`config.mk`:
```
export PLATFORM = sky130hd
export DESIGN_NAME = lq_line_qualifier
export DESIGN_NICKNAME = d
export VERILOG_FILES = /design/src/rtl/lq_pkg.sv /design/src/rtl/lq_sample_gate.sv /design/src/rtl/lq_streak_counter.sv /design/src/rtl/lq_window_timer.sv /design/src/rtl/lq_line_qualifier.sv
export SDC_FILE = /design/constraint.sdc
export NUM_CORES = 1
export LEC_CHECK = 0
export BUFFER_PORTS_ARGS = -buffer_cell sky130_fd_sc_hd__buf_2
export CAP_MARGIN = 10
export CORE_MARGIN = 5
export CORE_UTILIZATION = 55
export DETAILED_ROUTE_END_ITERATION = 8
export GPL_TIMING_DRIVEN = 0
export PLACE_DENSITY = 0.73
export SYNTH_ARGS = -nofsm -noshare
export SYNTH_HDL_FRONTEND = slang
export SYNTH_SLANG_ARGS = --single-unit
```
`constraint.sdc`:
```
create_clock -name clk -period 2.95 [get_ports clk]
set_clock_uncertainty 0.1 [all_clocks]
set_input_delay 0.4425 -clock clk [delete_from_list [all_inputs] [get_ports clk]]
set_output_delay 0.4425 -clock clk [all_outputs]
set_load 0.005 [all_outputs]
```
`src/rtl/lq_pkg.sv`:
```
package lq_pkg;

  typedef enum logic [2:0] {
    LQ_IDLE    = 3'd0,
    LQ_TEST    = 3'd1,
    LQ_RUN     = 3'd2,
    LQ_TIMING  = 3'd3,
    LQ_VERIFY  = 3'd4,
    LQ_FAULT   = 3'd5
  } lq_state_e;

  typedef enum logic {
    CAUSE_BROWN_IN  = 1'b0,
    CAUSE_BROWN_OUT = 1'b1
  } lq_cause_e;

endpackage

```
`src/rtl/lq_sample_gate.sv`:
```
// Qualifies a strobe: it counts only while switching is active and no
// undervoltage restart is in progress. It then splits the flags into
// per-threshold events.
module lq_sample_gate (
  input  logic uv_reset,
  input  logic smp_valid,
  input  logic sw_active,
  input  logic above_run,
  input  logic above_stop,
  output logic take,
  output logic low_run,
  output logic high_run,
  output logic low_stop,
  output logic high_stop
);
  always_comb begin
    take      = smp_valid && sw_active && !uv_reset;
    low_run   = take && !above_run;
    high_run  = take &&  above_run;
    low_stop  = take && !above_stop;
    high_stop = take &&  above_stop;
  end
endmodule

```
`src/rtl/lq_streak_counter.sv`:
```
// Counts qualifying events toward LIMIT. hit is high on the event that
// completes the streak.
module lq_streak_counter #(
  parameter int LIMIT = 3
) (
  input  logic clk,
  input  logic rst_n,
  input  logic clr,
  input  logic inc,
  output logic hit
);
  localparam int W = $clog2(LIMIT + 1);

  logic [W-1:0] cnt_q;

  assign hit = inc && (cnt_q == W'(LIMIT - 1));

  always_ff @(posedge clk or negedge rst_n) begin
    if (!rst_n)      cnt_q <= '0;
    else if (clr)    cnt_q <= '0;
    else if (hit)    cnt_q <= '0;
    else if (inc)    cnt_q <= cnt_q + W'(1);
  end
endmodule

```
`src/rtl/lq_window_timer.sv`:
```
// Ripple-rejection window. It runs while run is high and clears as soon as
// run drops. expire is high during the final cycle of a LEN-cycle window.
module lq_window_timer #(
  parameter int LEN = 15_000_000
) (
  input  logic clk,
  input  logic rst_n,
  input  logic run,
  output logic expire
);
  localparam int W = $clog2(LEN + 1);

  logic [W-1:0] cnt_q;

  assign expire = run && (cnt_q == W'(LEN - 1));

  always_ff @(posedge clk or negedge rst_n) begin
    if (!rst_n)       cnt_q <= '0;
    else if (!run)    cnt_q <= '0;
    else if (!expire) cnt_q <= cnt_q + W'(1);
  end
endmodule

```
`src/rtl/lq_line_qualifier.sv`:
```
module lq_line_qualifier
  import lq_pkg::*;
#(
  parameter int TBO_CYCLES     = 15_000_000,
  parameter int TEST_LOWS      = 3,
  parameter int VERIFY_SAMPLES = 3
) (
  input  logic clk,
  input  logic rst_n,
  input  logic uv_reset,
  input  logic smp_valid,
  input  logic sw_active,
  input  logic above_run,
  input  logic above_stop,
  output logic softstart_en,
  output logic restart_req,
  output logic bo_fault
);

  lq_state_e state_q, state_d;
  lq_cause_e cause_q, cause_d;

  logic take, low_run, high_run, low_stop, high_stop;
  logic test_hit, verify_hit, win_expire;

  lq_sample_gate u_gate (
    .uv_reset  (uv_reset),
    .smp_valid (smp_valid),
    .sw_active (sw_active),
    .above_run (above_run),
    .above_stop(above_stop),
    .take      (take),
    .low_run   (low_run),
    .high_run  (high_run),
    .low_stop  (low_stop),
    .high_stop (high_stop)
  );

  lq_streak_counter #(.LIMIT(TEST_LOWS)) u_test_cnt (
    .clk  (clk),
    .rst_n(rst_n),
    .clr  (uv_reset || (state_q != LQ_TEST)),
    .inc  (low_run && (state_q == LQ_TEST)),
    .hit  (test_hit)
  );

  lq_streak_counter #(.LIMIT(VERIFY_SAMPLES)) u_verify_cnt (
    .clk  (clk),
    .rst_n(rst_n),
    .clr  (uv_reset || (state_q != LQ_VERIFY)),
    .inc  (low_stop && (state_q == LQ_VERIFY)),
    .hit  (verify_hit)
  );

  lq_window_timer #(.LEN(TBO_CYCLES)) u_window (
    .clk   (clk),
    .rst_n (rst_n),
    .run   (state_q == LQ_TIMING),
    .expire(win_expire)
  );

  always_comb begin
    state_d = state_q;
    cause_d = cause_q;
    unique case (state_q)
      LQ_IDLE:   if (take) state_d = LQ_TEST;
      LQ_TEST: begin
        if (high_run) state_d = LQ_RUN;
        else if (test_hit) begin
          state_d = LQ_FAULT;
          cause_d = CAUSE_BROWN_IN;
        end
      end
      LQ_RUN:    if (low_stop) state_d = LQ_TIMING;
      LQ_TIMING: begin
        if (high_stop)       state_d = LQ_RUN;
        else if (win_expire) state_d = LQ_VERIFY;
      end
      LQ_VERIFY: begin
        if (high_stop) state_d = LQ_RUN;
        else if (verify_hit) begin
          state_d = LQ_FAULT;
          cause_d = CAUSE_BROWN_OUT;
        end
      end
      LQ_FAULT:  state_d = LQ_FAULT;
      default:   state_d = LQ_IDLE;
    endcase
    if (uv_reset) begin
      state_d = LQ_IDLE;
      cause_d = CAUSE_BROWN_IN;
    end
  end

  always_ff @(posedge clk or negedge rst_n) begin
    if (!rst_n) begin
      state_q <= LQ_IDLE;
      cause_q <= CAUSE_BROWN_IN;
    end else begin
      state_q <= state_d;
      cause_q <= cause_d;
    end
  end

  always_comb begin
    softstart_en = (state_q == LQ_RUN) || (state_q == LQ_TIMING) ||
                   (state_q == LQ_VERIFY);
    restart_req  = (state_q == LQ_FAULT) && (cause_q == CAUSE_BROWN_IN);
    bo_fault     = (state_q == LQ_FAULT) && (cause_q == CAUSE_BROWN_OUT);
  end

endmodule

```
==> results of run 1 <==
==> through the flow <==
| step | total power [mW] | std cells | instance area, um^2 |
|---|---|---|---|
| finish | 0.929 | 258 | 1950 |
| global route | 0.985 | 258 | 1950 |
| CTS | 0.936 | 258 | 1950 |
| detailed placement | 0.673 | 250 | 1890 |
| global placement | 0.664 | 250 | 1890 |
| floorplan | 0.614 | 197 | 1790 |
==> worst max-delay path, cell delays in order, from the launching register on <==
cell and delay (ps):
dfrtp_1 450, or4_1 550, or3_4 370, nor3_4 310, o221ai_2 180, mux2_4 320
==> where the power goes <==
group          leakage, nW  total [mW]  switching [mW]  internal, mW
clock network       0.0326       0.264           0.146         0.118
registers            0.444       0.464         0.00989         0.454
logic                0.291       0.201           0.123        0.0784
total                0.767       0.929           0.279         0.650
==> cell usage after synthesis, types with 2 or more instances <==
cell type	instances	area, um^2
nor3_1	8	40.0
o21ai_0	14	70.1
dfrtp_1	32	801
a21oi_1	18	90.1
nand4b_1	2	17.5
inv_1	7	26.3
clkbuf_1	7	26.3
nor3b_1	2	15.0
nand2b_1	4	25.0
nand4_1	5	31.3
o41ai_1	2	17.5
o311ai_0	3	26.3
and3_1	4	25.0
nand2_1	13	48.8
nor2_1	19	71.3
nand3_1	8	40.0
or4_1	2	15.0
nand3b_1	2	15.0
mux2i_1	2	20.0
xnor2_1	5	43.8
xor2_1	8	70.1
or3_1	10	62.6
and2_1	2	12.5
==> cell families after synthesis <==
group	count (synthesis)
DFF	32
muxes	3
and+or+nand+nor	90
xor gates and xnor gates	13
adders and majority gates	1
AOI/OAI and AO/OA	44
buffers and inverters	14
==> routing by layer <==
layer  global-route usage, %  vias to the layer above  part of all wire (%)
met2                    30.4                       23                    47
li1                        -                      751                     -
met4                    7.59                        0                   1.4
met3                    5.06                        6                   3.8
met1                    24.3                      741                    48
met5                       0                        -                     0
==> cell type report <==
type,count,area share [%]
Tap cell,44,2.82
Sequential cell,32,41.0
Buffer,7,1.35
Multi-Input combinational cell,151,48.2
Inverter,7,1.35
Timing Repair Buffer,9,2.31
Clock buffer,8,3.01
==> registers in the layout (all words and copies together) (netlist names) <==
| name | count |
|---|---|
| u_window.cnt_q | 24 |
| u_test_cnt.cnt_q | 2 |
| u_verify_cnt.cnt_q | 2 |
| cause_q | 1 |
| state_q | 3 |
==> worst max path at each step <==
stage	depth (start not counted)	end	slack (ps)	from
global route	5	state_q[1]	480	u_window.cnt_q[6]
floorplan	5	state_q[1]	760	u_window.cnt_q[6]
CTS	5	state_q[1]	560	u_window.cnt_q[6]
finish	5	state_q[1]	570	u_window.cnt_q[6]
detailed placement	5	state_q[1]	570	u_window.cnt_q[6]
global placement	5	state_q[1]	590	u_window.cnt_q[6]
==> key figures, run 1 <==
Route
  – DRT antenna net count: 0
  – Routed WL: 3870 um
  – Initial DRC count: 95
  – Drt pass-1 iters: 4
  – DRC violations left: 0
  – Vias: 1,521
  – Wire per inst: 15.0 um
  – Vias/cell: 5.90

Floorplanning
  – Ports: 10
  – Rows: 20
  – Die area: 4500 um^2
  – Die H: 67.1 um
  – DIE WIDTH: 67.1 um
  – Core Box Area: 3100 um^2
  – Initial core utilization: 57.8%

Critical path
  – Register-to-register setup slack: 570 ps
  – CP Capture Type: flip-flop
  – Required time of the worst setup path: 3080 ps
  – Worst-path maximum fanout: 7
  – CP Launch Type: flip-flop
  – R2R Path Start: u_window.cnt_q[6]
  – Critical path type: flip-flop to flip-flop
  – Worst EP arrival: 2510 ps
  – RR Endpoint: state_q[1]
  – Worst reg2reg path depth: 5

Synthesis
  – Seq/Total Area, Yosys: 44.6%
  – Distinct cell type count after synthesis: 41
  – Gate Count Post-Synth: 197
  – YS warnings: 0
  – Synth Flop Type: dfrtp_1
  – Netlist Area Pre-Place: 1790 um^2
  – Seq cells post-synth: 32
  – Combinational family with the most area after synthesis: simple AND/OR/NAND/NOR gates
  – Post-synth EDFFs: 0
  – Synth Area in XOR/XNOR: 6.35%
  – Syn nets: 205
  – Post-synthesis adder-cell area fraction: 0.697%
  – Compound-cell area share of the yosys netlist: 15.0%
  – Ys async rst share: 100%
  – Simple-gate share of the synthesized area: 28.5%
  – Multiplexer share of the synthesized area: 1.95%
  – Mean Syn Cell Area: 9.11 um^2

Global routing
  – Initial antenna violation count: 0
  – GRT Total Usage: 19.0%
  – Vias in the first global route: 1,442
  – Total gr overflow: 0
  – First-pass GRT wire length: 6450 um
  – Largest net degree at the start of global routing: 33

Clocking
  – Cts bufs inserted: 5
  – Post-cts resize count: 0
  – CTS tree: done
  – # Post-CTS Setup Buffers: 0
  – Worst-path clk slew: 100 ps
  – Clock Latency Late Sink: 330 ps
  – CTS Root Buffer Type: clkbuf_4
  – Clock buffer depth: 2
  – H-tree levels: 2
  – Clock Sinks: 32
  – # hold bufs at CTS: 0

Timing
  – Post-layout worst setup margin: 569 ps
  – Fin Setup TNS: 0 ps
  – Fraction of the cycle the final worst path needs: 80.7%
  – Final setup viols: 0
  – Worst Tran Pin Value: 704 ps
  – Final Critical Period: 2380 ps
  – FMAX: 0.420 GHz
  – Slew Limit Fails: 0
  – Slew HR: 53.1%
  – RSZ-0062 raised after global routing: false
  – Fin. Hold Viols: 0
  – Hold WS: 42.6 ps

Pwr
  – Leak: 0.767 nW
  – Pwr Density: 476 nW/um^2
  – Worst vdd ir: 318 uV

Finish
  – Multi-input gate area: 941 um^2
  – Area growth from synthesis to layout: 8.86%
  – Flip-flop and latch area: 801 um^2
  – # fillers: 286
  – Antenna cell count: 0
  – # nets final: 221
  – Most common library cell in the layout ignoring fill and taps: dfrtp_1
  – Util after Layout: 62.9%
  – Layout cells sized above 1: 9.81%
  – Commonest cells after routing, fill and taps aside: 32 x dfrtp_1, 19 x nor2_1, 18 x a21oi_1

Placed design
  – Final Wtd Congestion: 0.822
  – Worst slack, placed: 573 ps
  – Detailed placer's ending HPWL: 2740 um
  – IO Port Bufs: 9

Min path
  – Worst hold path type: primary input to asynchronous set/reset pin

Flow run
  – Maximum Capacitance Violations: 0

Run status
  – Status: finished clean
Power figures use the tool's default switching activity.
==> run 2, diff against run 1 <==
--- a/config.mk
+++ b/config.mk
@@ -5,6 +5,7 @@
 export SDC_FILE = /design/constraint.sdc
 export NUM_CORES = 1
 export LEC_CHECK = 0
+export ABC_AREA = 1
 export BUFFER_PORTS_ARGS = -buffer_cell sky130_fd_sc_hd__buf_2
 export CAP_MARGIN = 10
 export CORE_MARGIN = 5
==> constraint.sdc (replaced) <==
create_clock -name clk -period 2.48 [get_ports clk]
set_clock_uncertainty 0.1 [all_clocks]
set_input_delay 0.372 -clock clk [delete_from_list [all_inputs] [get_ports clk]]
set_output_delay 0.372 -clock clk [all_outputs]
set_load 0.005 [all_outputs]
==> run 2 against run 1 <==
Against the previous run:
- design area grew 13%
- global-route usage decreased by 0.49 points
- clock-buffer cell count unchanged
- synthesized cell count up 41%
- combinational power up 35%
- worst hold slack worse by 6.4 ps
- power rose by 38%
==> key figures, run 2 <==
Global routing
  – Initial antenna violation count: 0 (unchanged)
  – GRT Total Usage: 18.5% (-0.49 points)
  – Largest net degree at the start of global routing: 33 (unchanged)
  – Total gr overflow: 0 (unchanged)
  – Vias in the first global route: 1,651 (+14%)
  – First-pass GRT wire length: 7360 um (+14%)

Pwr
  – Reg power frac: 46.4% (-3.5 points)
  – Worst vdd ir: 359 uV (+13%)
  – Leak: 0.957 nW (+25%)
  – Switching Fraction: 31.8% (+1.7 points)
  – Pwr Density: 579 nW/um^2 (+22%)
  – Internal power: 0.874 mW (+34%)
  – Logic pwr share: 21.2% (-0.5 points)
  – Clock network fraction of total power: 32.4% (+4.0 points)
  – NetSw: 0.407 mW (+46%)

Clocking
  – Clock Sinks: 32 (unchanged)
  – CTS tree: done
  – Post-cts resize count: 0 (unchanged)
  – Cts bufs inserted: 5 (unchanged)
  – # hold bufs at CTS: 0 (unchanged)
  – H-tree levels: 2 (unchanged)
  – Clock Latency Late Sink: 290 ps (-40 ps)
  – Worst-path clk slew: 70 ps (-30 ps)
  – Clock buffer depth: 2 (unchanged)
  – # Post-CTS Setup Buffers: 0 (unchanged)
  – CTS Root Buffer Type: clkbuf_8

Route
  – DRC violations left: 0 (unchanged)
  – Wire per inst: 12.3 um (-18%)
  – Drt pass-1 iters: 4 (unchanged)
  – Initial DRC count: 152 (+60%)
  – Vias: 1,793 (+18%)
  – Routed WL: 4190 um (+8.2%)
  – Vias/cell: 5.26 (-11%)
  – DRT antenna net count: 0 (unchanged)

Finish
  – Util after Layout: 61.3% (-1.7 points)
  – Area growth from synthesis to layout: 9.42%
  – # fillers: 329 (+15%)
  – Antenna cell count: 0 (unchanged)
  – Commonest cells after routing, fill and taps aside: 57 x nand2_1, 35 x nor2_1, 32 x dfrtp_1
  – Layout cells sized above 1: 19.5% (+9.6 points)
  – Top Registers: u_window.cnt_q (24), state_q (3)
  – # nets final: 300 (+36%)
  – Most common library cell in the layout ignoring fill and taps: nand2_1
  – Post-route cell area: 2210 um^2 (+13%)
  – Largest register FFs: 24 (unchanged)
  – Largest Register: u_window.cnt_q

Critical path
  – Worst reg2reg path depth: 8 (+3)
  – CP Launch Type: flip-flop
  – CP Capture Type: primary output
  – CP max stage cell: dfrtp_1
  – R2R Path Start: u_window.cnt_q[0]
  – Register-to-register setup slack: 820 ps (+250 ps)
  – Worst EP arrival: 1230 ps (-1280 ps)
  – RR Endpoint: state_q[1]
  – Required time of the worst setup path: 2010 ps (-1070 ps)
  – Critical path type: flip-flop to primary output
  – Slowest stage delay, CP: 410 ps (-140 ps)
  – Worst-path maximum fanout: 6 (-1)
  – Worst-path cell chain: inv_2 -> nand3_1 -> nor2_1 -> buf_2

Synthesis
  – YS warnings: 0 (unchanged)
  – Syn nets: 285 (+39%)
  – Distinct cell type count after synthesis: 30 (-27%)
  – Netlist Area Pre-Place: 2020 um^2 (+13%)
  – Gate Count Post-Synth: 277 (+41%)
  – Ys async rst share: 100% (unchanged)
  – Seq cells post-synth: 32 (unchanged)
  – Synth area leaders: dfrtp_1 40%, nand2_1 11%, nor2_1 6.5%
  – Area leader, netlist: dfrtp_1
  – Most common cell in the synthesized netlist: nand2_1
  – Mean Syn Cell Area: 7.29 um^2 (-20%)
  – Synth top cells by count: 57 x nand2_1, 35 x nor2_1, 32 x dfrtp_1, 27 x inv_1
  – Post-synth EDFFs: 0 (unchanged)
  – Synth Flop Type: dfrtp_1
  – Seq/Total Area, Yosys: 39.7% (-5.0 points)
  – Yosys top cell area share: 39.7% (-5.0 points)

Min path
  – Worst hold path type: primary input to asynchronous set/reset pin

Timing
  – Final setup viols: 0 (unchanged)
  – Slew HR: 51.3% (-1.8 points)
  – Worst Tran Pin Value: 731 ps (+27.1 ps)
  – FMAX: 0.586 GHz
  – Fin Setup TNS: 0 ps (unchanged)
  – Post-layout worst setup margin: 774 ps (+206 ps)
  – Slew Limit Fails: 0 (unchanged)
  – RSZ-0062 raised after global routing: false
  – Fin. Hold Viols: 0 (unchanged)
  – Fraction of the cycle the final worst path needs: 68.8%
  – Final Critical Period: 1710 ps

Floorplanning
  – Core Box Area: 3610 um^2 (+16%)
  – Initial core utilization: 56.0% (-1.8 points)
  – Die area: 4980 um^2 (+11%)
  – Ports: 10 (unchanged)
  – DIE WIDTH: 70.6 um (+5.2%)
  – Die H: 70.6 um (+5.2%)
  – Rows: 22 (+10%)

Placed design
  – Detailed placer's ending HPWL: 3080 um (+13%)
  – Final Wtd Congestion: 0.854 (+3.9%)
  – Worst slack, placed: 821 ps (+248 ps)
  – IO Port Bufs: 8 (-1)
  – Placed instance area: 2120 um^2 (+12%)

Run status
  – Status: finished clean

Flow run
  – Maximum Capacitance Violations: 0 (unchanged)
[run 2: final cells by class]
cell class | instances | area [um^2] | share of cell area (%)
Multi-Input combinational cell | 204 | 1050 | 47.5
Inverter | 38 | 143 | 6.46
Buffer | 3 | 26.3 | 1.19
Timing Repair Buffer | 8 | 40.0 | 1.81
Sequential cell | 32 | 801 | 36.2
Tap cell | 48 | 60.1 | 2.72
Clock buffer | 8 | 90.1 | 4.08
[run 2: cells by family after synthesis]
group                      synth area share [%]
and+or+nand+nor                            37.3
xor gates and xnor gates                   1.74
buffers and inverters                      8.36
AOI/OAI and AO/OA                          12.3
DFF                                        39.7
adders and majority gates                 0.619
[run 2: worst max-delay path by stage]
stage                           start                 to  slack [ps]  depth (start not counted)
detailed placement  u_window.cnt_q[0]         state_q[1]         820                          8
global route        u_window.cnt_q[0]         state_q[1]         660                          8
CTS                        state_q[1]        restart_req         760                          4
finish                     state_q[1]        restart_req         770                          4
floorplan           u_window.cnt_q[0]  u_window.cnt_q[0]         990                          7
global placement    u_window.cnt_q[0]         state_q[1]         830                          8
[run 2: routing by layer]
metal,GRT usage [%],vias to the layer above,wire length (um)
li1,-,939,-
met2,29.3,40,1980
met4,7.52,0,82
met3,4.40,6,177
met5,0,-,0
met1,24.5,808,1950
[run 2: worst max-delay path: cells and delay by family, from the launching register on]
kind / cells / cell delay [ps]
buffers and inverters: 2 / 260
flip-flops: 1 / 410
AND/OR/NAND/NOR: 2 / 270
[run 2: power by group through the flow]
stage	Sequential, mW	Clock [mW]	Combinational [mW]
after floorplan	0.593	0	0.208
after global placement	0.602	0	0.268
after detailed placement	0.601	0	0.271
after CTS	0.592	0.430	0.272
after global routing	0.598	0.457	0.307
final	0.594	0.414	0.272
[run 2: per-stage QoR]
stage,hold WS [ps],power [mW],instances
floorplan,-23.6,0.801,277
global placement,347,0.869,333
detailed placement,353,0.872,333
CTS,62.2,1.29,341
global route,108,1.36,341
finish,36.2,1.28,341
==> run 3, diff against run 2 <==
--- a/config.mk
+++ b/config.mk
@@ -12,7 +12,7 @@
 export CORE_UTILIZATION = 55
 export DETAILED_ROUTE_END_ITERATION = 8
 export GPL_TIMING_DRIVEN = 0
-export PLACE_DENSITY = 0.73
+export PLACE_DENSITY = 0.76
 export SYNTH_ARGS = -nofsm -noshare
 export SYNTH_HDL_FRONTEND = slang
 export SYNTH_SLANG_ARGS = --single-unit
==> constraint.sdc (replaced) <==
create_clock -name clk -period 1.49 [get_ports clk]
set_clock_uncertainty 0.1 [all_clocks]
set_input_delay 0.2235 -clock clk [delete_from_list [all_inputs] [get_ports clk]]
set_output_delay 0.2235 -clock clk [all_outputs]
set_load 0.005 [all_outputs]
==> run 3 against run 2 <==
Against the previous run:
- the flow now finishes with violations (setup timing)
- sequential power grew 70%
- sequential cell count did not move
- combinational power is 150% higher
- clock-buffer cell count shrank 1
- cell count rose by 7.9%
- first-iteration DRC count shrank 41%
- highest routed layer unchanged
- design area is 18% higher
- die area unchanged
- critical endpoint is now u_window.cnt_q[22]
- critical path type is now flip-flop to flip-flop
- core utilization grew 11 points
- setup slack worse by 880 ps
- largest cell class unchanged
==> key figures, run 3 (same netlist as run 2, synthesis figures left out) <==
Run status
  – Status: complete, but fails checks
  – Failing checks: setup timing

Clocking
  – H-tree levels: 2 (unchanged)
  – CTS tree: done
  – Clock Latency Late Sink: 290 ps (about the same)
  – Clock buffer depth: 2 (unchanged)
  – Clock Sinks: 32 (unchanged)
  – CTS Root Buffer Type: clkbuf_8
  – Cts bufs inserted: 5 (unchanged)
  – Worst-path clk slew: 70 ps (about the same)

Finish
  – Top Registers: u_window.cnt_q (24), state_q (3)
  – Largest Register: u_window.cnt_q
  – Area growth from synthesis to layout: 29.6%
  – Antenna cell count: 0 (unchanged)
  – Post-route cell area: 2620 um^2 (+18%)
  – Layout cells sized above 1: 34.4% (+15 points)
  – Most common library cell in the layout ignoring fill and taps: nand2_1
  – Largest register FFs: 24 (unchanged)
  – Util after Layout: 72.6% (+11 points)
  – # nets final: 327 (+9.0%)
  – Commonest cells after routing, fill and taps aside: 55 x nand2_1, 29 x dfrtp_1, 27 x nor2_1

Placed design
  – IO Port Bufs: 8 (unchanged)
  – Detailed placer's ending HPWL: 3110 um (+1.0%)
  – Placed instance area: 2120 um^2 (unchanged)
  – Final Wtd Congestion: 0.899 (+5.3%)

Critical path
  – CP Launch Type: flip-flop
  – Critical path type: flip-flop to flip-flop
  – Worst Setup SP: u_window.cnt_q[0]
  – RR Endpoint: u_window.cnt_q[22]
  – Required time of the worst setup path: 1570 ps (-440 ps)
  – Worst reg2reg path depth: 10 (+2)
  – Worst-path maximum fanout: 4 (-2)
  – CP endpoint: u_window.cnt_q[22]
  – Register-to-register setup slack: -110 ps (-930 ps)
  – R2R Path Start: u_window.cnt_q[0]
  – CP Capture Type: flip-flop
  – Worst EP arrival: 1680 ps (+450 ps)

Pwr
  – Reg power frac: 38.8% (-7.6 points)
  – Switching Fraction: 31.1% (-0.67 points)
  – Clock network fraction of total power: 35.6% (+3.2 points)
  – Logic pwr share: 25.6% (+4.4 points)
  – NetSw: 0.812 mW (+100%)
  – Worst vdd ir: 651 uV (+81%)
  – Leak: 1.14 nW (+19%)
  – Pwr Density: 997 nW/um^2 (+72%)
  – Internal power: 1.80 mW (+110%)
  – Power Total: 2.61 mW (+100%)

Timing
  – RSZ-0062 raised after global routing: true
  – Fin Setup TNS: -427 ps (-427 ps)
  – Worst Tran Pin Value: 732 ps (+1.05 ps)
  – Fraction of the cycle the final worst path needs: 107%
  – Slew HR: 51.2% (-0.070 points)
  – Final setup viols: 10 (+10)
  – FMAX: 0.626 GHz
  – Post-layout worst setup margin: -108 ps (-882 ps)
  – Slew Limit Fails: 0 (unchanged)
  – Fin. Hold Viols: 0 (unchanged)
  – Final Critical Period: 1600 ps

Floorplanning
  – Initial core utilization: 56.0% (unchanged)
  – Core Box Area: 3610 um^2 (unchanged)
  – Rows: 22 (unchanged)
  – Ports: 10 (unchanged)
  – Die H: 70.6 um (unchanged)
  – DIE WIDTH: 70.6 um (unchanged)
  – Die area: 4980 um^2 (unchanged)

Global routing
  – Total gr overflow: 0 (unchanged)
  – Initial antenna violation count: 0 (unchanged)
  – GRT Total Usage: 20.1% (+1.6 points)
  – First-pass GRT wire length: 8040 um (+9.2%)
  – Vias in the first global route: 1,833 (+11%)
  – Largest net degree at the start of global routing: 33 (unchanged)

Route
  – Routed WL: 4960 um (+18%)
  – DRC violations left: 0 (unchanged)
  – Drt pass-1 iters: 4 (unchanged)
  – Vias/cell: 5.31 (+0.98%)
  – Wire per inst: 13.5 um (+9.8%)
  – DRT antenna net count: 0 (unchanged)
  – Initial DRC count: 90 (-41%)
  – Vias: 1,954 (+9.0%)

Flow run
  – Maximum Capacitance Violations: 0 (unchanged)

Min path
  – Worst hold path type: primary input to flip-flop
[run 3: changes by cell type in the layout (fill, tap and decap cells not counted), moves of 5 or more]
cell,previous run,this run
nand3_4,0,5
o21ai_1,4,10
buf_4,2,25
nor2_1,35,27
nor2_2,7,12
o21ai_0,11,5
[run 3: layer usage]
metal  global-route usage, %  routed length, um  vias up
met5                       0                  0        -
met4                    7.93                108        0
met3                    4.83                195       12
met2                    31.9               2430       43
met1                    26.5               2230      907
li1                        -                  -      992
[run 3: area by class of cell]
class	instances	area, um^2
buffer	3	26.3
clock buffer	7	96.3
clock inverter	1	30.0
fill	262	990
inverter	38	148
multi-input combinational	204	1190
sequential	32	805
tap	48	60.1
timing repair buffer	35	259
[run 3: how the worst min path moves through the flow]
stage	startpoint	to	slack (ps)	depth (start not counted)
2_1_floorplan	rst_n	cause_q	-170	0
3_3_place_gp	rst_n	u_window.cnt_q[21]	220	1
3_5_place_dp	rst_n	u_window.cnt_q[17]	230	1
4_1_cts	uv_reset	cause_q	80	2
5_1_grt	uv_reset	cause_q	110	2
6_report	uv_reset	cause_q	100	2
[run 3: through the flow]
step	worst slack, ps	hold slack [ps]	instances
finish	-108	103	368
global route	-182	110	368
global placement	-168	216	333
floorplan	0.560	-172	277
detailed placement	-199	226	333
CTS	-24.9	78.0	355
[run 3: what timing repair did]
| item | in CTS | in global routing |
|---|---|---|
| hold endpoints to repair | 32 | 0 |
| resized for setup | 18 | 31 |
| pin swaps | 2 | 8 |
| gates cloned | 0 | 1 |
| setup buffers | 13 | 12 |
| hold buffers | 1 | 0 |
| setup endpoints to repair | 20 | 30 |
[run 3: critical path: stages (launching register included)]
cell     delay [ps]
dfrtp_1         410
ha_4            170
nand3_4         100
inv_2           100
nand2_2          70
inv_2           110
nand2_4          70
nor2_4          160
nand3_2          80
nand2_1          90
nor2_1           40
[run 3: power groups by stage]
stage          Sequential (mW)  Combinational, mW  Clock (mW)
5_1_grt                   1.02              0.747       0.985
4_1_cts                  0.997              0.537       0.948
3_3_place_gp              1.00              0.438           0
6_report                  1.01              0.667       0.929
2_1_floorplan            0.987              0.346           0
3_5_place_dp              1.00              0.445           0
